`src/rtl/fds_pkg.sv`:
```
package fds_pkg;

    localparam int unsigned DIV_MAX = 8;
    localparam int unsigned DIV_W   = $clog2(DIV_MAX + 1);

    typedef struct packed {
        logic ctl;
        logic dens;
        logic mini;
    } fds_mode_t;

    typedef enum logic [1:0] {
        PH_NONE  = 2'd0,
        PH_EARLY = 2'd1,
        PH_LATE  = 2'd2
    } fds_phase_e;

    // Reference clocks per internal clock for each mode word
    function automatic logic [DIV_W-1:0] fds_ratio(input fds_mode_t m);
        case ({m.ctl, m.dens, m.mini})
            3'b000:  return DIV_W'(2);
            3'b001:  return DIV_W'(4);
            3'b010:  return DIV_W'(4);
            3'b011:  return DIV_W'(8);
            3'b100:  return DIV_W'(4);
            3'b101:  return DIV_W'(8);
            3'b110:  return DIV_W'(2);
            default: return DIV_W'(4);
        endcase
    endfunction

endpackage

```
`src/rtl/fds_prescaler.sv`:
```
module fds_prescaler
    import fds_pkg::*;
(
    input  logic             clk,
    input  logic             rst,
    input  logic [DIV_W-1:0] ratio,
    output logic             tick
);
    logic [DIV_W-1:0] cnt;

    // ">=" keeps the count in range when the ratio shrinks mid-count
    assign tick = (cnt >= ratio - DIV_W'(1));

    always_ff @(posedge clk) begin
        if (rst)       cnt <= '0;
        else if (tick) cnt <= '0;
        else           cnt <= cnt + DIV_W'(1);
    end
endmodule

```
`src/rtl/fds_edge_sync.sv`:
```
module fds_edge_sync #(
    parameter int unsigned STAGES = 2
) (
    input  logic clk,
    input  logic rst,
    input  logic raw_n,
    input  logic tick,
    output logic evt
);
    logic [STAGES-1:0] sync_q;
    logic              last_q;
    logic              pend_q;
    logic              fall;

    assign fall = last_q & ~sync_q[STAGES-1];
    assign evt  = tick & (pend_q | fall);

    always_ff @(posedge clk) begin
        if (rst) begin
            sync_q <= '1;
            last_q <= 1'b1;
            pend_q <= 1'b0;
        end else begin
            sync_q <= {sync_q[STAGES-2:0], raw_n};
            last_q <= sync_q[STAGES-1];
            // hold a detected edge until the next internal clock
            pend_q <= tick ? 1'b0 : (pend_q | fall);
        end
    end
endmodule

```
`src/rtl/fds_dpll.sv`:
```
module fds_dpll
    import fds_pkg::*;
#(
    parameter int unsigned HALF_NOM = 8,
    parameter int unsigned HALF_MIN = 6,
    parameter int unsigned HALF_MAX = 11,
    parameter int unsigned NOM_LO   = 7,
    parameter int unsigned NOM_HI   = 9,
    parameter int unsigned LT_RUN   = 4
) (
    input  logic clk,
    input  logic rst,
    input  logic tick,
    input  logic evt,
    output logic sep_clk,
    output logic win_evt
);
    localparam int unsigned LW = $clog2(HALF_MAX + 1);
    localparam int unsigned RW = $clog2(LT_RUN + 1);
    localparam logic [LW-1:0] MID = LW'(HALF_NOM / 2);

    logic [LW-1:0] hc_q, len_q, nom_q;
    logic [LW-1:0] len_adj, nom_nx;
    logic [RW-1:0] run_q, run_nx;
    fds_phase_e    sign_q, sign_nx, ph;
    logic          clk_q, half_end;

    always_comb begin
        ph = PH_NONE;
        if (evt) begin
            if (hc_q < MID)      ph = PH_EARLY;
            else if (hc_q > MID) ph = PH_LATE;
        end
    end

    assign half_end = (hc_q >= len_q - LW'(1));

    // long-term drift tracking
    always_comb begin
        nom_nx  = nom_q;
        sign_nx = sign_q;
        run_nx  = run_q;
        if (ph != PH_NONE) begin
            if (ph == sign_q && run_q == RW'(LT_RUN - 1)) begin
                run_nx = '0;
                if (ph == PH_EARLY && nom_q > LW'(NOM_LO)) nom_nx = nom_q - LW'(1);
                if (ph == PH_LATE  && nom_q < LW'(NOM_HI)) nom_nx = nom_q + LW'(1);
            end else if (ph == sign_q) begin
                run_nx = run_q + RW'(1);
            end else begin
                sign_nx = ph;
                run_nx  = RW'(1);
            end
        end
    end

    // short-term correction, saturating
    always_comb begin
        len_adj = len_q;
        if (ph == PH_EARLY && len_q > LW'(HALF_MIN)) len_adj = len_q - LW'(1);
        if (ph == PH_LATE  && len_q < LW'(HALF_MAX)) len_adj = len_q + LW'(1);
    end

    always_ff @(posedge clk) begin
        if (rst) begin
            hc_q   <= '0;
            len_q  <= LW'(HALF_NOM);
            nom_q  <= LW'(HALF_NOM);
            sign_q <= PH_NONE;
            run_q  <= '0;
            clk_q  <= 1'b0;
        end else if (tick) begin
            nom_q  <= nom_nx;
            sign_q <= sign_nx;
            run_q  <= run_nx;
            if (half_end) begin
                clk_q <= ~clk_q;
                hc_q  <= '0;
                len_q <= nom_nx;
            end else begin
                hc_q  <= hc_q + LW'(1);
                len_q <= len_adj;
            end
        end
    end

    assign sep_clk = clk_q;
    assign win_evt = evt & clk_q;
endmodule

```
`src/rtl/fds_pulse.sv`:
```
module fds_pulse #(
    parameter int unsigned TICKS = 2
) (
    input  logic clk,
    input  logic rst,
    input  logic tick,
    input  logic start,
    output logic active
);
    localparam int unsigned W = $clog2(TICKS + 1);

    logic [W-1:0] left_q;

    always_ff @(posedge clk) begin
        if (rst) begin
            left_q <= '0;
        end else if (tick) begin
            if (left_q == '0 && start) left_q <= W'(TICKS);
            else if (left_q != '0)     left_q <= left_q - W'(1);
        end
    end

    assign active = (left_q != '0);
endmodule

```
`src/rtl/floppy_data_sep.sv`:
```
module floppy_data_sep
    import fds_pkg::*;
#(
    parameter int unsigned SYNC_STAGES = 2,
    parameter int unsigned HALF_NOM    = 8,
    parameter int unsigned HALF_MIN    = 6,
    parameter int unsigned HALF_MAX    = 11,
    parameter int unsigned NOM_LO      = 7,
    parameter int unsigned NOM_HI      = 9,
    parameter int unsigned LT_RUN      = 4,
    parameter int unsigned PULSE_TICKS = 2
) (
    input  logic clk,
    input  logic rst,
    input  logic ctl_type,
    input  logic dens_sel,
    input  logic mini_sel,
    input  logic rd_data_n,
    output logic sep_clk,
    output logic sep_data
);
    fds_mode_t        mode;
    logic [DIV_W-1:0] ratio;
    logic             tick, evt, win_evt, pulse_act;

    assign mode  = '{ctl: ctl_type, dens: dens_sel, mini: mini_sel};
    assign ratio = fds_ratio(mode);

    fds_prescaler u_pre (
        .clk  (clk),
        .rst  (rst),
        .ratio(ratio),
        .tick (tick)
    );

    fds_edge_sync #(.STAGES(SYNC_STAGES)) u_sync (
        .clk  (clk),
        .rst  (rst),
        .raw_n(rd_data_n),
        .tick (tick),
        .evt  (evt)
    );

    fds_dpll #(
        .HALF_NOM(HALF_NOM), .HALF_MIN(HALF_MIN), .HALF_MAX(HALF_MAX),
        .NOM_LO(NOM_LO), .NOM_HI(NOM_HI), .LT_RUN(LT_RUN)
    ) u_pll (
        .clk    (clk),
        .rst    (rst),
        .tick   (tick),
        .evt    (evt),
        .sep_clk(sep_clk),
        .win_evt(win_evt)
    );

    fds_pulse #(.TICKS(PULSE_TICKS)) u_pulse (
        .clk   (clk),
        .rst   (rst),
        .tick  (tick),
        .start (win_evt),
        .active(pulse_act)
    );

    assign sep_data = ctl_type ? pulse_act : ~pulse_act;
endmodule

```
`config.mk`:
```
export PLATFORM = sky130hd
export DESIGN_NAME = floppy_data_sep
export DESIGN_NICKNAME = d
export VERILOG_FILES = /design/src/rtl/fds_pkg.sv /design/src/rtl/fds_prescaler.sv /design/src/rtl/fds_edge_sync.sv /design/src/rtl/fds_dpll.sv /design/src/rtl/fds_pulse.sv /design/src/rtl/floppy_data_sep.sv
export SDC_FILE = /design/constraint.sdc
export NUM_CORES = 1
export LEC_CHECK = 0
export BUFFER_PORTS_ARGS = -buffer_cell sky130_fd_sc_hd__buf_2
export CAP_MARGIN = 20
export CORE_ASPECT_RATIO = 1.75
export CORE_UTILIZATION = 50
export CTS_CLUSTER_DIAMETER = 200
export DETAILED_ROUTE_END_ITERATION = 6
export GPL_TIMING_DRIVEN = 1
export PLACE_DENSITY = 0.67
export REMOVE_ABC_BUFFERS = 1
export SYNTH_ARGS = -nofsm -noshare
export SYNTH_HDL_FRONTEND = slang
export SYNTH_SLANG_ARGS = --single-unit
```
`constraint.sdc`:
```
create_clock -name clk -period 3.3 [get_ports clk]
set_input_delay 0.165 -clock clk [delete_from_list [all_inputs] [get_ports clk]]
set_output_delay 0.165 -clock clk [all_outputs]
set_load 0.02 [all_outputs]
```
==> After elaboration in Yosys (flattened, before gate mapping) <==
Index checks and enable logic that the tools add are counted.
{ "word_totals": {"reg_bits": 28, "in_bits": 6, "out_inout_bits": 2, "wordCells": 81} }
{ "classes": {"n_addsub": 9, "order_cmp": 8, "n_eq_ne": 7, "n_mux": 17, "bitwise": 9, "n_reduce_logical": 20} }
{ "ops": {"columns": ["cell", "count"], "rows": [
  ["2-to-1 mux 4 bit", 8],
  ["adder 4 x 1 -> 4 bit, second input constant", 4],
  ["greater-than comparator 4 x 3 -> 1 bit, second input constant", 3],
  ["subtractor 4 x 1 -> 4 bit, second input constant", 3],
  ["2-to-1 mux 2 bit", 5],
  ["greater-or-equal comparator 4 bit", 2],
  ["less-than comparator 4 bit, second input constant", 2],
  ["case mux 4 bit (2 select lines)", 1],
  ["AND reduction 2 bit", 4],
  ["equality test 3 x 2 -> 1 bit, second input constant", 2],
  ["equality test 3 bit, second input constant", 2],
  ["logical AND 1 bit", 6],
  ["2-to-1 mux 3 bit", 2],
  ["nonzero test 2 bit", 3],
  ["OR reduction 2 bit", 3],
  ["inverter 1 bit", 5],
  ["less-than comparator 4 x 3 -> 1 bit, second input constant", 1],
  ["AND reduction 4 bit", 1],
  ["adder 3 x 1 -> 3 bit, second input constant", 1],
  ["bitwise AND 1 bit", 3],
  ["zero test 3 bit", 1],
  ["nonzero test 3 bit", 1],
  ["equality test 2 x 1 -> 1 bit, second input constant", 1],
  ["equality test 2 bit", 1],
  ["5 further kinds", 5]
]} }

==> Logic depth before layout (Yosys ltp) <==
Gate-level depths: netlist of run 1.
{ "logic_depth": {"word_depth": 14, "depth_mapped": 10} }

==> By module <==
Synthesis of run 1 repeated with hierarchy kept, for this count alone.
{ "unflattened": {"hier_cells": 243, "hier_area_um2": 1993.2} }
{ "modules_own_cells": {"columns": ["mod", "n_inst", "cells_each", "area_per_inst_um2"], "rows": [
  ["fds_dpll", 1, 184, 1436.4],
  ["fds_prescaler", 1, 30, 271.5],
  ["fds_edge_sync", 1, 11, 131.4],
  ["fds_pulse", 1, 12, 105.1],
  ["floppy_data_sep", 1, 6, 48.8]
]} }

==> Worst setup path after synthesis of run 1 <==
OpenSTA, ideal clock, no wires.
{ "synth_path": {"path_type": "reg-to-reg", "from": "reg u_pll.len_q[0]", "to": "reg u_pll.len_q[2]", "setup_ps": 138, "arrival_time_ps": 2189, "required_time_ps": 3162, "slack_ps": 973, "path_stages_with_launch": 9, "n_path_buf": 0, "path_cell_list": "dfxtp_1 > inv_1 > ha_1 > ha_1 > a2111oi_0 > nor2_1 > nor2_1 > a21boi_0 > a2111oi_2"} }
{ "synth_via": {"elab_chain_len": 4} }
{ "synth_rtl": {"columns": ["item", "line", "text"], "rows": [
  ["from (decl)", "fds_dpll.sv:22", "logic [LW-1:0] hc_q, len_q, nom_q;"],
  ["from (signal assigned)", "fds_dpll.sv:67", "len_q <= LW'(HALF_NOM);"],
  ["from (signal assigned)", "fds_dpll.sv:79", "len_q <= nom_nx;"],
  ["from (signal assigned)", "fds_dpll.sv:82", "len_q <= len_adj;"],
  ["subtractor 4 x 1 -> 4 bit (tied with other cells)", "fds_dpll.sv:36, fds_dpll.sv:60", null],
  ["greater-or-equal comparator 4 bit (tied with other cells)", "fds_dpll.sv:36", "assign half_end = (hc_q >= len_q - LW'(1));"],
  ["nonzero test 3 bit (no source line) / 2-to-1 mux 4 bit (equally long branches)", null, null],
  ["AND reduction 2 bit (no source line) / 2-to-1 mux 4 bit (equally long branches)", null, null]
]} }
Parallel ways exist; a longest one is shown, timed or not. The select of a mux whose other input is x is not followed.
A chain may end at the register's enable or synchronous reset.

==> Worst setup path in the final report of run 1 <==
{ "layout_path": {"from": "reg u_pll.len_q[0]", "to": "reg u_pll.len_q[0]"} }
The elaborated chain is that of the path after synthesis.

==> results of run 1 <==
==> kinds of logic after synthesis <==
family / share of synthesized area (%)
other: 0.209
xor gates and xnor gates: 3.91
AOI/OAI and AO/OA: 24.4
DFF: 31.3
buffers and inverters: 4.61
adders and majority gates: 12.6
muxes: 1.74
and+or+nand+nor: 21.3
==> stage by stage <==
step | hold WS [ns] | worst slack, ns | std cells | power, mW | utilization, %
after global routing | 0.0554 | 0.488 | 267 | 0.772 | 57.0
after global placement | 0.346 | 0.773 | 263 | 0.468 | 54.9
final | 0.0639 | 0.687 | 267 | 0.736 | 57.0
after CTS | 0.0590 | 0.659 | 267 | 0.742 | 57.0
after detailed placement | 0.352 | 0.676 | 263 | 0.473 | 54.9
after floorplan | 0.234 | 0.788 | 209 | 0.435 | -
==> per-layer routing <==
metal,track usage [%],wire length [um]
met1,24.7,1580
met2,44.1,2290
met3,2.00,117
met4,10.9,77
met5,0,0
==> critical path, stage by stage, from the launching register on <==
cell and delay [ns]:
dfxtp_1 0.43, inv_1 0.14, ha_1 0.35, ha_1 0.28, a2111oi_0 0.51, nor2_1 0.23, a2111oi_0 0.27, o21ba_2 0.22
o2bb2ai_1 0.13
==> sequential cells by signal, indices dropped and copies added, names as in the netlist <==
register	cells
u_pre.cnt	4
u_sync.pend_q	1
u_pll.len_q	4
u_pll.hc_q	4
u_pll.sep_clk	1
u_sync.last_q	1
u_pulse.left_q	2
u_pll.run_q	3
u_sync.sync_q	2
u_pll.sign_q	2
u_pll.nom_q	4
==> cell type report <==
| cell class | count | area, sq um | share of cell area [%] |
|---|---|---|---|
| Clock buffer | 3 | 41.3 | 2.13 |
| Timing Repair Buffer | 9 | 50.0 | 2.58 |
| Multi-Input combinational cell | 168 | 1150 | 59.4 |
| Sequential cell | 28 | 561 | 28.9 |
| Tap cell | 45 | 56.3 | 2.91 |
| Inverter | 13 | 48.8 | 2.52 |
| Clock inverter | 1 | 30.0 | 1.55 |
==> cells in the final DEF (no fill, tap or decap), types with 3 or more instances in the layout <==
cell	count
a21oi_1	8
nor2_1	28
nand2b_1	3
buf_2	7
o21ai_0	13
o211ai_1	3
a21o_1	3
o22ai_1	4
xnor2_1	5
ha_1	18
dfxtp_1	28
xor2_1	3
a211oi_1	4
inv_1	13
nand2_1	12
or2_2	4
nand3b_1	3
a2111oi_0	3
nand3_1	6
or3_1	3
clkbuf_8	3
nor3_1	8
==> path summary, 6_finish.rpt <==
path / endpoint / depth (start not counted)
hold / removal: u_sync.sync_q[0] / 2
setup / recovery: u_pll.len_q[0] / 8
setup reg to reg: u_pll.len_q[0] / 8
hold reg to reg: u_sync.sync_q[1] / 1
==> report_power, final <==
group          leakage, nW  switching (mW)  total (mW)  internal (mW)
sequential           0.227          0.0138       0.363          0.349
combinational        0.474          0.0610       0.102         0.0407
clock               0.0357           0.109       0.271          0.162
total                0.737           0.184       0.736          0.552
==> metrics.txt, run 1 <==
first-pass GRT wire length=6540 um; async set or reset register ratio after synthesis=0%; most area-hungry cell type in the Yosys netlist=dfxtp_1; GP Congestion=0.872; TritonCTS clock tree=yes; total track usage=23.7%; die area=3840 sq um; crit path max fanout=5; routed len/inst=15.2 um; design area=1940 sq um; clock skew=0.00481 ns; hold crit path type=in2reg; fin. max-slew vios=0; clock sink count=28; Post-Route WL=4060 um; R2R Setup Slk=0.69 ns; DP HPWL=3080 um; clk buf depth=2; Core Region=3400 sq um; Hold Buf Count CTS=0; Hold Fails Final Rpt=0; Synth area leaders=dfxtp_1 (31%), ha_1 (13%), nor2_1 (5.9%), o21ai_0 (3.6%), inv_1 (2.7%); CP startpoint kind=register; Vias=1592; Worst EP required=3.51 ns; Max-Cap Viols=0; chip height=81.2 um; RSZ-0062 raised after global routing=no; Starting Density=52.8%; Netlist cell types=51; initial antenna violation count=0; via/cell ratio=5.96; post-synthesis sequential area ratio=31.3%; EDFF count, synth=0; row cnt=28; final worst-path cycle share=79.2%; DR iter-0 viols=33; CTS buffer count=3; Mapped Avg Cell Area=8.26 sq um; Final ANT Viol Nets=0; crit path capture type=register; pwr dens=380 nW/um^2; TritonRoute pass-1 iters=4; # setup viols final=0; Final min period=2.61 ns; layout cells sized above 1=10.8%; flop and latch count out of synthesis=28; Slew HR=59.9%; WP data arrival=2.83 ns; dpl cell area=1870 sq um; Die X=47.3 um; Root Driver=clkbuf_8; max frequency=383 MHz; GRT overflow=0; insertion delay to the later sink of the worst-skew pair=0.27 ns; top post-synthesis cells by count=dfxtp_1 (28), nor2_1 (28), ha_1 (18), inv_1 (13), o21ai_0 (13); Final Net Count=247; Synth Warn #=0; Slew @ Worst Pin=0.602 ns; port bufs=7; status=completed; CTS clock-pin slew for the worst setup and hold paths=0.10 ns; post-route setup TNS=0 ns; Static Leak=0.737 nW; # Post-CTS Setup Buffers=0; largest net degree at the start of global routing=30; Syn Std Cell Area=1790 sq um; IO Count=8; Critical Path Source=u_pll.len_q[0]; maximum VDD drop=0.307 mV; Layout fillers=339; DRC Markers=0; Clock H-tree levels=1; vias in the first global route=1492; HP Start=rd_data_n; cells after synthesis=217; Main synth FF type=dfxtp_1; Worst R2R Start=u_pll.len_q[0]; # diodes=0; post-CTS sizing=0; top cell type's share of synthesized area=31.3%; crit path kind=reg2reg; Layout area overhead=8.03%
No activity file was read; power rests on OpenSTA's default activity.
==> run 2: changes to the inputs <==
ABC_AREA = 1   (was unset)
PLACE_DENSITY = 0.7   (was 0.67)
clock period = 2.2 ns   (was 3.3 ns; I/O delays follow)
==> run 2 against run 1 <==
Clock skew down 0.0031 ns. Clock-buffer cell count is 1 higher. Critical path depth is 5 higher. Final cell count increased by 12%. Core utilization increased by 3.2 points. Sequential power is 48% higher. Routed wire length fell by 12%. First-iteration DRC count decreased by 42%. Cell area up 5.7%. Power increased by 31%. Non-clock buffer count is 7 higher. Die area decreased by 0.47%. Critical path type unchanged. Largest power group unchanged.
==> metrics.txt, run 2 <==
status=completed; pwr dens=471 nW/um^2 (+24%); main combinational cell family by area after synthesis=simple AND/OR/NAND/NOR gates; Hold Buf Count CTS=0 (unchanged); Synth Warn #=0 (unchanged); Final ANT Viol Nets=0 (unchanged); xor-xnor portion of the synthesized cell area=5.40% (+1.5 points); commonest non-fill, non-tap cell in the layout=nand2_1; Die X=47.2 um (-0.23%); dpl cell area=1910 sq um (+2.4%); flop and latch count out of synthesis=28 (unchanged); Starting Density=52.5% (-0.26 points); crit path capture type=register; most area-hungry cell type in the Yosys netlist=dfxtp_1; chip height=81.0 um (-0.23%); layout cells sized above 1=22.9% (+12 points); DRC Markers=0 (unchanged); initial antenna violation count=0 (unchanged); crit path kind=reg2reg; Net Sw Power=240 uW (+31%); top post-synthesis cells by count=nand2_1 (47), inv_1 (29), dfxtp_1 (28), ha_1 (18); final worst-path cycle share=94.0% (+15 points); Static Leak=0.922 nW (+25%); Internal Power=724 uW (+31%); Mapped Avg Cell Area=7.53 sq um (-8.9%); # diodes=0 (unchanged); Synth Area in Compound Gates=16.5% (-7.9 points); DP HPWL=2820 um (-8.4%); hold crit path type=in2reg; TritonCTS clock tree=yes; TritonRoute pass-1 iters=4 (unchanged); Layout area overhead=14.7%; IO Count=8 (unchanged); clock skew=0.00167 ns (-0.00313 ns); row cnt=28 (unchanged); clk buf depth=2 (unchanged); Post-Synth Simple-Gate Area=25.2% (+4.0 points); DR iter-0 viols=19 (-42%); top cell type's share of synthesized area=31.4% (+0.15 points); CP startpoint kind=register; fin. max-slew vios=0 (unchanged); Setup Slack @ Placement=-0.00311 ns (-0.679 ns); most common cell in the netlist=nand2_1; clock sink count=28 (unchanged); GP Congestion=0.840 (-3.7%); GRT overflow=0 (unchanged); sequential share of power=55.6% (+6.3 points); fraction of synthesized area in multiplexers=0% (-1.7 points); Post-Route WL=3580 um (-12%); design area=2050 sq um (+5.7%); Adder-Cell Fraction of Synth Area=12.6% (+0.062 points); cells after synthesis=237 (+9.2%); most frequent cells in the layout=nand2_1 (45), inv_1 (29), dfxtp_1 (25), ha_1 (17); Sw Ratio=24.9% (about the same); first-pass GRT wire length=5950 um (-9.0%); insertion delay to the later sink of the worst-skew pair=0.27 ns (about the same); Clock H-tree levels=1 (unchanged); crit path max fanout=5 (unchanged); maximum VDD drop=0.360 mV (+17%); Max-Cap Viols=0 (unchanged); Worst EP required=2.37 ns (-1.14 ns); vias in the first global route=1463 (-1.9%); Root Driver=clkbuf_8; total track usage=21.2% (-2.4 points); CTS buffer count=3 (unchanged); Layout fillers=347 (+2.4%); EDFF count, synth=0 (unchanged); CTS clock-pin slew for the worst setup and hold paths=0.09 ns (about the same); Slew HR=65.4% (+5.5 points); port bufs=7 (unchanged); largest net degree at the start of global routing=16 (-47%); Hold Fails Final Rpt=0 (unchanged); logic gate share of total power=11.4% (-2.4 points); async set or reset register ratio after synthesis=0% (unchanged); max frequency=484 MHz (+26%); WP data arrival=2.24 ns (-0.59 ns); post-synthesis sequential area ratio=31.4% (+0.15 points); Core Region=3400 sq um (unchanged); clock share of power=33.0% (-3.8 points); Main synth FF type=dfxtp_1; routed len/inst=12.0 um (-21%); via/cell ratio=5.18 (-13%); Netlist cell types=32 (-37%); Slew @ Worst Pin=0.518 ns (-0.0838 ns); Final Net Count=278 (+13%); Final min period=2.07 ns (-0.546 ns); Synth area leaders=dfxtp_1 (31%), ha_1 (13%), nand2_1 (9.9%), inv_1 (6.1%), xor2_1 (4.9%); Syn Std Cell Area=1780 sq um (-0.49%); post-route setup slack=0.132 ns (-0.554 ns); die area=3820 sq um (-0.47%); Vias=1545 (-3.0%); # setup viols final=0 (unchanged)
[run 2: cell types whose count changed in the layout (fill, tap and decap cells not counted), sizes merged, moves of 6 or more]
cell / delta
buf: +7
nor3: -6
a21oi: +13
nand3: +9
xor2: +7
nand4: +6
inv: +21
nor2: -14
nand2: +39
[run 2: cells by family (layout without fill, tap and decap cells)]
group                      count (synthesis)  count (layout)
DFF                                       28              28
buffers and inverters                     38              54
adders and majority gates                 18              18
xor gates and xnor gates                  11              11
AOI/OAI and AO/OA                         46              46
other                                      1               1
and+or+nand+nor                           95              95
[run 2: power by group through the flow]
stage | clock network (mW) | registers, mW | logic, mW
finish | 0.318 | 0.536 | 0.110
global route | 0.344 | 0.538 | 0.130
CTS | 0.325 | 0.536 | 0.107
detailed placement | 0 | 0.548 | 0.107
global placement | 0 | 0.548 | 0.103
floorplan | 0 | 0.544 | 0.0757
[run 2: through the flow]
stage	util [%]	hold slack, ns	cells	setup TNS, ns	power, mW
finish	60.2	0.0224	298	0	0.965
global route	60.2	0.0251	298	-0.0236	1.01
CTS	57.8	0.0230	297	0	0.969
detailed placement	56.2	0.309	293	-0.00311	0.654
global placement	56.2	0.294	293	0	0.651
floorplan	-	0.179	233	-0.264	0.620
[run 2: worst paths after layout]
check | from | end | slack [ns] | cells after the start
worst min register to register | u_sync.sync_q[0] | u_sync.sync_q[1] | 0.44 | 1
worst max register to register | u_pll.len_q[0] | u_pll.len_q[0] | 0.13 | 13
worst max-delay path | u_pll.len_q[0] | u_pll.len_q[0] | 0.13 | 13
worst min-delay path | rd_data_n | u_sync.sync_q[0] | 0.02 | 2
[run 2: layout make-up]
type / count / area (sq um) / share of cell area [%]
Clock buffer: 4 / 55.1 / 2.69
Inverter: 34 / 130 / 6.36
Multi-Input combinational cell: 171 / 1140 / 55.6
Tap cell: 45 / 56.3 / 2.75
Timing Repair Buffer: 16 / 103 / 5.01
Sequential cell: 28 / 564 / 27.6
[run 2: routing by layer]
metal	track usage, %	vias to the layer above	share of wire, %
li1	-	808	-
met1	22.0	704	39
met2	40.3	21	56
met3	2.44	12	1.9
met4	8.29	0	3.0
met5	0	-	0
[run 2: repair_timing]
item                       in CTS  in global routing
setup endpoints to repair       1                  7
buffers inserted                0                  1
gates resized for setup         1                 19
pin swaps                       0                  3
[run 2: critical path, cell delays in order (launching register included)]
cell and delay (ns):
dfxtp_2 0.33, inv_1 0.07, buf_4 0.14, nand3_1 0.11
xor2_2 0.21, ha_4 0.24, a21oi_1 0.18, o311ai_2 0.14
inv_1 0.11, nand3_2 0.08, nand2_4 0.12, inv_4 0.06
o21ai_2 0.15, a21oi_2 0.04
